$ cat config.mk
export PLATFORM = sky130hd
export DESIGN_NAME = redund_wdog
export DESIGN_NICKNAME = d
export VERILOG_FILES = /design/src/rtl/redund_wdog_pkg.sv /design/src/rtl/wdog_code_check.sv /design/src/rtl/wdog_period_lut.sv /design/src/rtl/wdog_core.sv /design/src/rtl/redund_wdog.sv
export SDC_FILE = /design/constraint.sdc
export NUM_CORES = 1
export LEC_CHECK = 0
export ABC_AREA = 1
export BUFFER_PORTS_ARGS = -buffer_cell sky130_fd_sc_hd__buf_2
export CORE_ASPECT_RATIO = 2
export CORE_UTILIZATION = 65
export CTS_CLUSTER_DIAMETER = 100
export CTS_CLUSTER_SIZE = 30
export DETAILED_ROUTE_END_ITERATION = 16
export GPL_TIMING_DRIVEN = 0
export HOLD_SLACK_MARGIN = 0.05
export PLACE_DENSITY = 0.8
export REMOVE_ABC_BUFFERS = 1
export SKIP_CTS_REPAIR_TIMING = 1
export SYNTH_ARGS = -nofsm -noshare
export SYNTH_HDL_FRONTEND = slang
export SYNTH_SLANG_ARGS = --single-unit
$ cat constraint.sdc
create_clock -name clk -period 10.15 [get_ports clk]
set_clock_uncertainty 0.2 [all_clocks]
set_input_delay 0.5075 -clock clk [delete_from_list [all_inputs] [get_ports clk]]
set_output_delay 0.5075 -clock clk [all_outputs]
set_load 0.02 [all_outputs]
$ cat src/rtl/redund_wdog_pkg.sv
package redund_wdog_pkg;

    localparam int PCODE_W     = 4;
    localparam int MCODE_W     = 3;
    localparam int NUM_PERIODS = 10;
    localparam int IDX_W       = 4;

    typedef enum logic [1:0] {
        BEH_START   = 2'd0,
        BEH_WINDOW  = 2'd1,
        BEH_TIMEOUT = 2'd2,
        BEH_OFF     = 2'd3
    } wd_behav_e;

    typedef enum logic [1:0] {
        CAUSE_EARLY      = 2'b00,
        CAUSE_OVERFLOW   = 2'b01,
        CAUSE_BAD_PERIOD = 2'b10,
        CAUSE_BAD_MODE   = 2'b11
    } wd_cause_e;

    localparam logic [MCODE_W-1:0] MC_BOOT    = 3'b001;
    localparam logic [MCODE_W-1:0] MC_RUN     = 3'b010;
    localparam logic [MCODE_W-1:0] MC_IDLE    = 3'b011;
    localparam logic [MCODE_W-1:0] MC_UPDATE  = 3'b100;
    localparam logic [MCODE_W-1:0] MC_DORMANT = 3'b101;
    localparam logic [MCODE_W-1:0] MC_HALT    = 3'b110;

    typedef struct packed {
        logic             valid;
        logic [IDX_W-1:0] idx;
    } period_dec_t;

    typedef struct packed {
        logic      valid;
        wd_behav_e behav;
    } mode_dec_t;

    // A period code is legal with exactly one or two bits set.
    function automatic logic period_code_legal(input logic [PCODE_W-1:0] code);
        int ones;
        ones = $countones(code);
        return (ones == 1) || (ones == 2);
    endfunction

    // Rank of a legal code among legal codes of lower binary value.
    function automatic logic [IDX_W-1:0] period_code_index(input logic [PCODE_W-1:0] code);
        logic [IDX_W-1:0] n;
        n = '0;
        for (int v = 0; v < (1 << PCODE_W); v++) begin
            if ((v < int'(code)) && period_code_legal(PCODE_W'(v)))
                n = n + 4'd1;
        end
        return n;
    endfunction

    function automatic logic mode_code_legal(input logic [MCODE_W-1:0] code);
        return (code != 3'b000) && (code != 3'b111);
    endfunction

    function automatic wd_behav_e mode_behaviour(input logic [MCODE_W-1:0] code);
        wd_behav_e b;
        case (code)
            MC_BOOT:              b = BEH_START;
            MC_RUN:               b = BEH_WINDOW;
            MC_IDLE, MC_UPDATE:   b = BEH_TIMEOUT;
            MC_DORMANT, MC_HALT:  b = BEH_OFF;
            default:              b = BEH_START;
        endcase
        return b;
    endfunction

endpackage

$ cat src/rtl/wdog_code_check.sv
module wdog_code_check
    import redund_wdog_pkg::*;
(
    input  logic [PCODE_W-1:0] period_code,
    input  logic [MCODE_W-1:0] mode_code,
    output period_dec_t        pdec,
    output mode_dec_t          mdec
);

    always_comb begin
        pdec.valid = period_code_legal(period_code);
        pdec.idx   = pdec.valid ? period_code_index(period_code) : '0;
        mdec.valid = mode_code_legal(mode_code);
        mdec.behav = mode_behaviour(mode_code);
    end

endmodule

$ cat src/rtl/wdog_period_lut.sv
module wdog_period_lut
    import redund_wdog_pkg::*;
#(
    parameter int BASE_LOG2 = 4,
    parameter int CNT_W     = BASE_LOG2 + NUM_PERIODS
) (
    input  logic [IDX_W-1:0] idx,
    output logic [CNT_W-1:0] per_last,
    output logic [CNT_W-1:0] per_half
);

    logic [CNT_W-1:0] tab [NUM_PERIODS];

    for (genvar g = 0; g < NUM_PERIODS; g++) begin : g_tab
        assign tab[g] = CNT_W'(1) << (g + BASE_LOG2);
    end

    logic [CNT_W-1:0] sel;

    always_comb begin
        sel = tab[0];
        for (int i = 0; i < NUM_PERIODS; i++) begin
            if (idx == IDX_W'(i)) sel = tab[i];
        end
        per_last = sel - CNT_W'(1);
        per_half = sel >> 1;
    end

endmodule

$ cat src/rtl/wdog_core.sv
module wdog_core
    import redund_wdog_pkg::*;
#(
    parameter int BASE_LOG2 = 4,
    parameter int START_IDX = 7,
    parameter int CNT_W     = BASE_LOG2 + NUM_PERIODS
) (
    input  logic             clk,
    input  logic             rst,
    input  logic             osc_tick,
    input  logic             svc_valid,
    input  period_dec_t      pdec,
    input  mode_dec_t        mdec,
    input  logic [CNT_W-1:0] per_last,
    input  logic [CNT_W-1:0] per_half,
    output logic [IDX_W-1:0] cur_idx,
    output logic             rst_req,
    output wd_cause_e        rst_cause,
    output logic             wake_irq
);

    localparam logic [IDX_W-1:0] START_I = IDX_W'(START_IDX);

    wd_behav_e        behav_q, behav_d;
    logic [CNT_W-1:0] cnt_q,   cnt_d;
    logic [IDX_W-1:0] idx_q,   idx_d;
    logic             sent_q,  sent_d;
    logic             req_d,   irq_d;
    wd_cause_e        cause_d;
    logic             restart;
    logic             early;
    logic             expire;

    assign early  = (behav_q == BEH_WINDOW) && (cnt_q < per_half);
    assign expire = (cnt_q == per_last);

    always_comb begin
        behav_d = behav_q;
        cnt_d   = cnt_q;
        idx_d   = idx_q;
        sent_d  = sent_q;
        req_d   = 1'b0;
        irq_d   = 1'b0;
        cause_d = CAUSE_EARLY;
        restart = 1'b0;
        if (svc_valid) begin
            if (!pdec.valid) begin
                req_d   = 1'b1;
                cause_d = CAUSE_BAD_PERIOD;
                restart = 1'b1;
            end else if (!mdec.valid) begin
                req_d   = 1'b1;
                cause_d = CAUSE_BAD_MODE;
                restart = 1'b1;
            end else if (early) begin
                req_d   = 1'b1;
                cause_d = CAUSE_EARLY;
                restart = 1'b1;
            end else begin
                behav_d = mdec.behav;
                idx_d   = pdec.idx;
                cnt_d   = '0;
                sent_d  = 1'b0;
            end
        end else if (osc_tick && (behav_q != BEH_OFF)) begin
            if (expire) begin
                if ((behav_q == BEH_TIMEOUT) && !sent_q) begin
                    irq_d  = 1'b1;
                    sent_d = 1'b1;
                    cnt_d  = '0;
                end else begin
                    req_d   = 1'b1;
                    cause_d = CAUSE_OVERFLOW;
                    restart = 1'b1;
                end
            end else begin
                cnt_d = cnt_q + CNT_W'(1);
            end
        end
        if (restart) begin
            behav_d = BEH_START;
            idx_d   = START_I;
            cnt_d   = '0;
            sent_d  = 1'b0;
        end
    end

    always_ff @(posedge clk) begin
        if (rst) begin
            behav_q   <= BEH_START;
            cnt_q     <= '0;
            idx_q     <= START_I;
            sent_q    <= 1'b0;
            rst_req   <= 1'b0;
            rst_cause <= CAUSE_EARLY;
            wake_irq  <= 1'b0;
        end else begin
            behav_q   <= behav_d;
            cnt_q     <= cnt_d;
            idx_q     <= idx_d;
            sent_q    <= sent_d;
            rst_req   <= req_d;
            rst_cause <= cause_d;
            wake_irq  <= irq_d;
        end
    end

    assign cur_idx = idx_q;

endmodule

$ cat src/rtl/redund_wdog.sv
module redund_wdog
    import redund_wdog_pkg::*;
#(
    parameter int BASE_LOG2 = 4,
    parameter int START_IDX = 7
) (
    input  logic               clk,
    input  logic               rst,
    input  logic               osc_tick,
    input  logic               svc_valid,
    input  logic [PCODE_W-1:0] svc_period,
    input  logic [MCODE_W-1:0] svc_mode,
    output logic               rst_req,
    output logic [1:0]         rst_cause,
    output logic               wake_irq
);

    localparam int CNT_W = BASE_LOG2 + NUM_PERIODS;

    period_dec_t      pdec;
    mode_dec_t        mdec;
    logic [IDX_W-1:0] cur_idx;
    logic [CNT_W-1:0] per_last;
    logic [CNT_W-1:0] per_half;
    wd_cause_e        cause_e;

    wdog_code_check u_check (
        .period_code (svc_period),
        .mode_code   (svc_mode),
        .pdec        (pdec),
        .mdec        (mdec)
    );

    wdog_period_lut #(
        .BASE_LOG2 (BASE_LOG2),
        .CNT_W     (CNT_W)
    ) u_lut (
        .idx      (cur_idx),
        .per_last (per_last),
        .per_half (per_half)
    );

    wdog_core #(
        .BASE_LOG2 (BASE_LOG2),
        .START_IDX (START_IDX),
        .CNT_W     (CNT_W)
    ) u_core (
        .clk       (clk),
        .rst       (rst),
        .osc_tick  (osc_tick),
        .svc_valid (svc_valid),
        .pdec      (pdec),
        .mdec      (mdec),
        .per_last  (per_last),
        .per_half  (per_half),
        .cur_idx   (cur_idx),
        .rst_req   (rst_req),
        .rst_cause (cause_e),
        .wake_irq  (wake_irq)
    );

    assign rst_cause = cause_e;

endmodule

==> results by group, run 1 <==
Outcome
  – Outcome: complete, no violations

Drt
  – Final wirelength: 7430 µm
  – Via/cell ratio: 5.73
  – Avg WL per Cell: 13.9 µm
  – Number of remaining DRC errors: 0
  – Vias: 3058
  – Initial DRC count: 93
  – Post-route ant nets: 0
  – DR pass1 iterations: 5

Critical path
  – CP max-delay cell: ha_1
  – Worst path most repeated cell: nand2_1
  – Worst-path fanout max: 8
  – CP Data Required Time: 10.12 ns
  – Critical path launch point type: input pin
  – Worst path max stage delay: 0.35 ns
  – Worst path arrival time: 5.52 ns
  – Critical Path Sink Type: flip-flop
  – Kind of critical path: in2reg

Floorplan
  – Starting Density: 67.9%
  – Die width: 48.2 µm
  – IO Pins: 15
  – Core footprint: 0.00409 mm²
  – Total die area: 0.00455 mm²
  – Die Span Y: 94.4 µm
  – FP Rows: 33

Cells and area
  – Fill count: 392
  – Fraction of layout cells with a size suffix above 1: 7.68%
  – Multi-input gate area: 0.00196 mm²
  – P&R area growth vs syn: 5.32%
  – Final #Nets: 521
  – Non-Filler Instances: 534
  – Register area: 500 µm²
  – Diodes inserted: 0
  – Final core utilization: 71.5%

Synth
  – Post-Synth Simple-Gate Area: 42.0%
  – Synth unique cells: 38
  – Synth warn: 0
  – Synth Flop Type: dfxtp_1
  – Sequential area share after synthesis: 18.0%
  – Largest family of logic cells by synthesized area: simple AND/OR/NAND/NOR gates
  – Synth Register Bits: 25
  – Async SR Flop Fraction: 0%
  – Synth Cell Area: 0.00278 mm²
  – Synth cell count leaders: nand2_1, inv_1, nor2_1
  – Post-synth top area share: 18.0%
  – Adder-cell share of the synthesized area: 12.4%
  – Cells after Synth: 468
  – Compound-gate portion of the synthesized area: 11.0%
  – Xor/xnor share of the synthesized area: 5.36%
  – Synth area leader: dfxtp_1
  – Mean Syn Cell Area: 5.93 µm²
  – Leading post-synthesis cells by cell area: dfxtp_1, nand2_1, ha_1
  – Post-synth EDFFs: 0
  – Mux cell area share after synthesis: 0%
  – Most frequent cell after synthesis: nand2_1

STA
  – Setup TNS: 0 ns
  – Worst slew pin tran: 0.526 ns
  – Slew HR: 64.6%
  – Final hold viol count: 0
  – Minimum clock period: 5.55 ns
  – Period utilisation layout: 54.7%
  – Max frequency: 180 MHz
  – Unrepaired setup endpoints after global routing: no
  – Slew Limit Fails: 0
  – # setup viols final: 0

Global routing
  – Vias in the first global route: 2959
  – Pin count of the biggest net entering global routing: 18
  – Initial antenna violation count: 0
  – GRT overflow: 0
  – First-pass GRT wire length: 12500 µm
  – Total GRT Usage: 38.3%

Placed design
  – HPWL after DPL: 6130 µm
  – Dpl cells: 530
  – Routability congestion estimate from global placement: 0.996
  – Port bufs: 14

Pwr
  – P per Cell Area: 106 mW/mm²
  – Leak: 1.49 nW
  – Worst vdd ir: 60.8 µV

Run
  – Max_cap viols: 0

Clock tree
  – Clock sinks: 25
  – CTS Buf Count: 3
  – CTS root buf: clkbuf_8
  – CTS tree: built
  – CTS max path bufs: 2
  – Skew-Pair Late Insertion Delay: 0.28 ns
  – # H-tree levels: 1
  – Reg clk slew, reported paths: 0.10 ns

Min path
  – Worst Hold Class: in2reg
==> critical path: cells and delay by family <==
family          cells  cell delay, ns
simple gates       18            2.01
fa+ha+maj           8            2.40
compound gates      1            0.08
buf+inv             6            0.52
==> cell families after synthesis <==
group                      Yosys count
AOI/OAI and AO/OA                   54
DFF                                 25
adders and majority gates           27
xor gates and xnor gates            17
buffers and inverters               78
and+or+nand+nor                    267
==> cell type report <==
type | instances | area share (%)
clock inverters | 1 | 0.171
repair buffers | 14 | 2.40
flip-flops and latches | 25 | 17.1
clock buffers | 3 | 1.41
well taps | 52 | 2.23
multi-input cells | 365 | 67.2
inverters | 74 | 9.50
==> through the flow <==
| step | hold slack, ns | setup WS [ns] | instance area (µm²) | total power (W) |
|---|---|---|---|---|
| final | 0.230 | 4.60 | 2920 | 0.000309 |
| after global routing | 0.225 | 4.20 | 2920 | 0.000336 |
| after CTS | 0.222 | 4.59 | 2920 | 0.000307 |
| after detailed placement | 0.281 | 4.31 | 2880 | 0.000247 |
| after global placement | 0.278 | 4.43 | 2880 | 0.000242 |
| after floorplan | 0.255 | 4.91 | 2740 | 0.000215 |
==> placed cells by master, fill, tap and decap left out, drive strengths merged <==
master / n
a21boi: 1
a21oi: 29
a31oi: 2
and2: 1
buf: 14
clkbuf: 3
clkinv: 2
dfxtp: 25
fa: 1
ha: 26
inv: 73
nand2: 133
nand3: 51
nand4: 8
nor2: 56
nor3: 11
nor3b: 2
nor4: 1
o211ai: 4
o21a: 1
o21ai: 14
o21bai: 1
o31ai: 1
o32ai: 1
or2: 3
or3: 1
xnor2: 3
xor2: 14
==> path summary, 6_finish.rpt <==
| path | end | slack (ns) | cells past startpoint | start |
|---|---|---|---|---|
| worst max-delay path | u_core.cur_idx[1] | 4.60 | 33 | svc_period[3] |
| worst min-delay path | u_core.rst_req | 0.23 | 2 | rst |
| worst max register to register | u_core.cnt_q[6] | 6.66 | 13 | u_core.cur_idx[3] |
| worst min register to register | u_core.behav_q[1] | 0.30 | 2 | u_core.behav_q[1] |
==> layer usage <==
layer	share of wire [%]	wire (µm)	GRT usage, %	vias to the layer above
li1	-	-	-	1535
met1	32	2400	30.5	1407
met2	57	4200	66.7	75
met3	4.1	305	15.3	41
met4	7.0	522	28.5	0
met5	0	0	0	-
==> registers in the layout (all words and copies together) (netlist names) <==
name and count:
u_core.cnt_q 14, u_core.cur_idx 4, u_core.behav_q 2, u_core.rst_cause 2, u_core.rst_req 1, u_core.sent_q 1
u_core.wake_irq 1
==> where the power goes <==
| group | total [W] | leakage (nW) | switching, W | internal (W) |
|---|---|---|---|---|
| registers | 0.000108 | 0.203 | 0.00000563 | 0.000102 |
| logic | 0.000139 | 1.26 | 0.0000927 | 0.0000461 |
| clock network | 0.0000619 | 0.0255 | 0.0000343 | 0.0000276 |
| total | 0.000309 | 1.49 | 0.000133 | 0.000176 |
No activity file was read; power rests on OpenSTA's default activity.
==> inputs of run 2 (changes only) <==
CORE_UTILIZATION = 62   (was 65)
PLACE_DENSITY = 0.77   (was 0.8)
clock period = 5.7 ns   (was 10.15 ns; I/O delays follow)
==> run 2 against run 1 <==
Net effect:
- sequential share of layout area down 0.15 points
- power up 78%
- combinational power up 78%
- final cell count up 0.56%
- global-route usage down 6.7 points
- worst setup slack worse by 4.1 ns
- critical path depth unchanged
==> results by group, run 2 (same netlist as run 1, synthesis figures left out) <==
Global routing
  – Initial antenna violation count: 0 (unchanged)
  – Total GRT Usage: 31.6% (-6.7 points)
  – Vias in the first global route: 2904 (-1.9%)
  – First-pass GRT wire length: 11800 µm (-5.6%)
  – GRT overflow: 0 (unchanged)
  – Pin count of the biggest net entering global routing: 18 (unchanged)

Outcome
  – Outcome: complete, no violations

Critical path
  – Worst path arrival time: 5.16 ns (-0.36 ns)
  – Critical Path Sink Type: flip-flop
  – Worst-path fanout max: 8 (unchanged)
  – Register-to-register setup slack: 2.29 ns (-4.37 ns)
  – RR Startpoint: u_core.cur_idx[3]
  – CP max-delay cell: ha_1
  – Worst path max stage delay: 0.35 ns (about the same)
  – Cell depth of the worst flop-to-flop path: 13 (unchanged)
  – CP Data Required Time: 5.66 ns (-4.46 ns)
  – Worst path most repeated cell: nand2_1
  – Critical path launch point type: input pin
  – Kind of critical path: in2reg
  – R2R Path End: u_core.cnt_q[6]

STA
  – Final hold viol count: 0 (unchanged)
  – Period utilisation layout: 91.2%
  – Setup TNS: 0 ns (unchanged)
  – Slew Limit Fails: 0 (unchanged)
  – Max frequency: 192 MHz
  – Unrepaired setup endpoints after global routing: no
  – # setup viols final: 0 (unchanged)
  – Worst slew pin tran: 0.521 ns (-0.00529 ns)
  – Minimum clock period: 5.20 ns
  – Slew HR: 65.0% (+0.33 points)

Min path
  – Hold path start: osc_tick
  – Hold Path Stages: 3 (+1)
  – Worst Hold Class: in2reg
  – Hold Path End: u_core.wake_irq

Cells and area
  – Commonest non-fill, non-tap cell in the layout: nand2_1
  – Largest register by flop count: u_core.cnt_q
  – Fraction of layout cells with a size suffix above 1: 7.87% (+0.19 points)
  – Final #Nets: 522 (+0.19%)
  – Number of flip-flops in the largest register: 14 (unchanged)
  – Most frequent cells in the layout: nand2_1, inv_1, nor2_1
  – P&R area growth vs syn: 6.22%
  – Fill count: 463 (+18%)
  – Diodes inserted: 0 (unchanged)
  – Final core utilization: 68.0% (-3.6 points)
  – Cell area after layout: 0.00295 mm² (+0.86%)

Floorplan
  – FP Rows: 34 (+3.0%)
  – IO Pins: 15 (unchanged)
  – Die width: 49.3 µm (+2.3%)
  – Die Span Y: 96.6 µm (+2.3%)
  – Starting Density: 64.0% (-3.9 points)
  – Total die area: 0.00477 mm² (+4.7%)
  – Core footprint: 0.00434 mm² (+6.2%)

Drt
  – DR pass1 iterations: 4 (-1)
  – Initial DRC count: 51 (-45%)
  – Post-route ant nets: 0 (unchanged)
  – Final wirelength: 7190 µm (-3.2%)
  – Number of remaining DRC errors: 0 (unchanged)
  – Via/cell ratio: 5.57 (-2.7%)
  – Vias: 2992 (-2.2%)
  – Avg WL per Cell: 13.4 µm (-3.7%)

Pwr
  – Worst vdd ir: 125 µV (+110%)
  – Switching Share: 42.7% (-0.24 points)
  – Int Power: 0.000314 W (+78%)
  – Leak: 1.50 nW (+0.28%)
  – P_sw: 0.000234 W (+77%)
  – Seq pwr share: 35.1% (about the same)
  – Clock network fraction of design power: 19.7% (-0.4 points)
  – Combinational power share: 45.2% (+0.3 points)
  – P per Cell Area: 186 mW/mm² (+76%)

Clock tree
  – Reg clk slew, reported paths: 0.10 ns (about the same)
  – CTS max path bufs: 2 (unchanged)
  – Skew-Pair Late Insertion Delay: 0.28 ns (about the same)
  – CTS tree: built
  – CTS Buf Count: 3 (unchanged)
  – # H-tree levels: 1 (unchanged)
  – Clock sinks: 25 (unchanged)
  – CTS root buf: clkbuf_8

Placed design
  – HPWL after DPL: 6020 µm (-1.6%)
  – Placed Area: 0.00288 mm² (about the same)
  – Port bufs: 14 (unchanged)
  – Routability congestion estimate from global placement: 0.960 (-3.6%)

Run
  – Max_cap viols: 0 (unchanged)
-- run 2: cell count changes in the layout (fill, tap and decap cells not counted) --
cell,before,now
dlygate4sd3_1,0,1
ha_1,26,25
ha_4,0,1
-- run 2: area by class of cell --
class / count / area, µm² / share of cell area, %
Timing Repair Buffer: 15 / 80.1 / 2.72
Multi-Input combinational cell: 365 / 1980 / 67.0
Clock inverter: 1 / 5.00 / 0.170
Tap cell: 54 / 67.6 / 2.29
Sequential cell: 25 / 500 / 17.0
Clock buffer: 3 / 41.3 / 1.40
Inverter: 74 / 278 / 9.42
-- run 2: power groups by stage --
stage | Clock (W) | Sequential [W] | Combinational [W]
after detailed placement | 0 | 0.000196 | 0.000245
after global routing | 0.000113 | 0.000193 | 0.000287
after global placement | 0 | 0.000196 | 0.000238
final | 0.000108 | 0.000192 | 0.000248
after floorplan | 0 | 0.000196 | 0.000186
after CTS | 0.000108 | 0.000192 | 0.000247
-- run 2: worst max path at each step --
stage,startpoint,end,slack [ns],cells after the start
after floorplan,svc_period[3],u_core.cur_idx[1],0.68,32
after global placement,svc_period[3],u_core.cur_idx[1],0.13,33
after detailed placement,svc_period[3],u_core.cur_idx[1],0.08,33
after CTS,svc_period[3],u_core.cur_idx[1],0.36,33
after global routing,svc_period[3],u_core.cur_idx[3],0.03,37
final,svc_period[3],u_core.cur_idx[1],0.50,33
-- run 2: worst max-delay path: cells and delay by family --
kind / cells / cell delay, ns
and+or+nand+nor: 18 / 2.01
AOI/OAI and AO/OA: 1 / 0.08
adders and majority gates: 8 / 2.28
buffers and inverters: 6 / 0.52
-- run 2: stage by stage --
stage,hold slack (ns),power [W],worst slack (ns),std cells
global placement,0.277,0.000434,0.134,532
global route,0.105,0.000593,0.0298,537
CTS,0.0136,0.000546,0.355,536
detailed placement,0.289,0.000442,0.0822,532
floorplan,0.154,0.000382,0.681,464
finish,0.0729,0.000549,0.499,537
-- run 2: layer usage --
metal | share of wire, % | track usage (%) | vias to the layer above | wire [µm]
met5 | 0 | 0 | - | 0
met4 | 5.2 | 18.8 | 0 | 372
met3 | 2.1 | 2.20 | 28 | 153
met2 | 59 | 67.1 | 66 | 4280
met1 | 33 | 25.0 | 1364 | 2390
li1 | - | - | 1534 | -
==> inputs of run 3 (changes only) <==
ABC_AREA = default   (was 1)
==> run 3 against run 2 <==
Net effect:
- wire length shrank 11%
- first-iteration DRC count shrank 45%
- global-route usage shrank 2.2 points
- synthesized cell count shrank 26%
- power grew 8.2%
- area after synthesis shrank 4.4%
- die area shrank 4.3%
- largest power group unchanged
==> results by group, run 3 <==
Outcome
  – Outcome: complete, no violations

Pwr
  – Combinational power share: 48.7% (+3.5 points)
  – Seq pwr share: 33.9% (-1.2 points)
  – Int Power: 0.000363 W (+15%)
  – Leak: 1.19 nW (-21%)
  – P per Cell Area: 207 mW/mm² (+11%)
  – P_sw: 0.000231 W (-1.5%)
  – Worst vdd ir: 165 µV (+32%)
  – Clock network fraction of design power: 17.5% (-2.2 points)
  – Switching Share: 38.9% (-3.8 points)

Synth
  – Post-synth EDFFs: 0 (unchanged)
  – Cells after Synth: 346 (-26%)
  – Synth Register Bits: 25 (unchanged)
  – Leading post-synthesis cells by cell area: dfxtp_1, ha_1, nand2_1
  – Async SR Flop Fraction: 0% (unchanged)
  – Synth warn: 0 (unchanged)
  – Synth area leader: dfxtp_1
  – Post-synth top area share: 18.9% (+0.83 points)
  – Most frequent cell after synthesis: nand2_1
  – Synth cell count leaders: nand2_1, nor2_1, ha_1
  – Mean Syn Cell Area: 7.67 µm² (+29%)
  – Synth unique cells: 61 (+61%)
  – Synth Flop Type: dfxtp_1
  – Sequential area share after synthesis: 18.9% (+0.83 points)
  – Synth Cell Area: 0.00265 mm² (-4.4%)

STA
  – Worst slew pin tran: 0.997 ns (+0.476 ns)
  – Max frequency: 182 MHz (-5.2%)
  – Slew Limit Fails: 0 (unchanged)
  – Period utilisation layout: 96.2% (+5.0 points)
  – Final setup margin: 0.216 ns (-0.283 ns)
  – # setup viols final: 0 (unchanged)
  – Final hold viol count: 0 (unchanged)
  – Slew HR: 33.6% (-31 points)
  – Minimum clock period: 5.48 ns (+0.283 ns)

Min path
  – Worst Hold Class: in2reg
  – Hold path start: svc_valid
  – Hold Path Stages: 2 (-1)

Placed design
  – HPWL after DPL: 4960 µm (-18%)
  – Routability congestion estimate from global placement: 0.868 (-9.6%)
  – Dpl ws: -0.726 ns (-0.808 ns)
  – Placed Area: 0.00272 mm² (-5.6%)
  – Port bufs: 14 (unchanged)

Drt
  – Vias: 2475 (-17%)
  – Avg WL per Cell: 15.6 µm (+17%)
  – Via/cell ratio: 6.07 (+8.9%)
  – Post-route ant nets: 0 (unchanged)
  – Initial DRC count: 28 (-45%)
  – DR pass1 iterations: 5 (+1)
  – Final wirelength: 6380 µm (-11%)
  – Number of remaining DRC errors: 0 (unchanged)

Clock tree
  – CTS root buf: clkbuf_8
  – Clock sinks: 25 (unchanged)
  – CTS max path bufs: 2 (unchanged)
  – # H-tree levels: 1 (unchanged)
  – Reg clk slew, reported paths: 0.08 ns (-0.02 ns)
  – Skew-Pair Late Insertion Delay: 0.27 ns (about the same)
  – CTS tree: built
  – CTS Buf Count: 3 (unchanged)

Critical path
  – Critical path launch point type: input pin
  – Worst-path fanout max: 7 (-1)
  – Buf+Inv Stages, Crit Path: 3 (-3)
  – Cell depth of the worst flop-to-flop path: 11 (-2)
  – RR Startpoint: u_core.cur_idx[3]
  – WP depth: 25 (-24%)
  – CP max-delay cell: ha_2
  – Top Family by Delay on Critical Path: adder cells
  – CP Data Required Time: 5.66 ns (about the same)
  – Worst path most repeated cell: ha_1
  – Kind of critical path: in2reg
  – Worst path max stage delay: 0.35 ns (about the same)
  – Critical Path Sink Type: flip-flop
  – Worst path arrival time: 5.45 ns (+0.29 ns)
  – Critical Path Start: svc_period[3]

Global routing
  – GRT overflow: 0 (unchanged)
  – First-pass GRT wire length: 9710 µm (-18%)
  – Vias in the first global route: 2229 (-23%)
  – Total GRT Usage: 29.4% (-2.2 points)
  – Pin count of the biggest net entering global routing: 20 (+2)
  – Initial antenna violation count: 0 (unchanged)

Floorplan
  – Starting Density: 64.9% (+0.94 points)
  – Die Span Y: 94.5 µm (-2.2%)
  – Die width: 48.3 µm (-2.1%)
  – Total die area: 0.00456 mm² (-4.3%)
  – FP Rows: 33 (-2.9%)
  – Core footprint: 0.00409 mm² (-5.8%)
  – IO Pins: 15 (unchanged)

Cells and area
  – Diodes inserted: 0 (unchanged)
  – Cell area after layout: 0.00286 mm² (-2.9%)
  – P&R area growth vs syn: 7.92%
  – Number of flip-flops in the largest register: 14 (unchanged)
  – Final #Nets: 395 (-24%)
  – Fraction of layout cells with a size suffix above 1: 11.8% (+3.9 points)
  – Most frequent cells in the layout: nand2_1, nor2_1, dfxtp_1
  – Largest register by flop count: u_core.cnt_q
  – Commonest non-fill, non-tap cell in the layout: nand2_1

Run
  – Max_cap viols: 0 (unchanged)
-- run 3: layout make-up --
type,instances,area [µm²]
Clock buffer,3,41.3
Timing Repair Buffer,19,110
Tap cell,52,65.1
Clock inverter,1,5.00
Multi-Input combinational cell,294,2090
Sequential cell,25,500
Inverter,14,52.6
Fill cell,380,1220
-- run 3: per-stage QoR --
| stage | hold WS [ns] | setup TNS (ns) | power [W] | std cells | utilization, % |
|---|---|---|---|---|---|
| after floorplan | 0.154 | 0 | 0.000416 | 333 | - |
| after global placement | 0.301 | -1.53 | 0.000468 | 399 | 66.5 |
| after detailed placement | 0.315 | -1.87 | 0.000474 | 399 | 66.5 |
| after CTS | 0.0322 | -1.05 | 0.000578 | 403 | 67.6 |
| after global routing | 0.130 | -0.0273 | 0.000639 | 408 | 70.1 |
| final | 0.120 | 0 | 0.000594 | 408 | 70.1 |
-- run 3: power by group through the flow --
stage               registers [W]  clock network [W]  logic [W]
CTS                      0.000200           0.000106   0.000272
detailed placement       0.000205                  0   0.000269
global route             0.000203           0.000111   0.000324
global placement         0.000204                  0   0.000264
finish                   0.000201           0.000104   0.000289
floorplan                0.000202                  0   0.000214
-- run 3: per-layer routing --
layer  track usage (%)  up-vias  part of all wire [%]
met4              14.8        0                   4.2
met5                 0        -                     0
met3              4.21       18                   1.5
met1              25.8     1164                    36
li1                  -     1252                     -
met2              56.7       41                    58
-- run 3: cell families after synthesis --
kind of cell	after synthesis	synth area share, %
muxes	9	3.72
DFF	25	18.9
adders and majority gates	27	13.0
buffers and inverters	27	4.62
AOI/OAI and AO/OA	65	16.1
xor gates and xnor gates	30	11.3
and+or+nand+nor	163	32.4
-- run 3: worst paths after layout --
| path | endpoint | slack, ns |
|---|---|---|
| worst max-delay path | u_core.cur_idx[1] | 0.22 |
| worst min-delay path | u_core.sent_q | 0.12 |
| worst max register to register | u_core.cnt_q[13] | 1.53 |
| worst min register to register | u_core.cnt_q[2] | 0.33 |
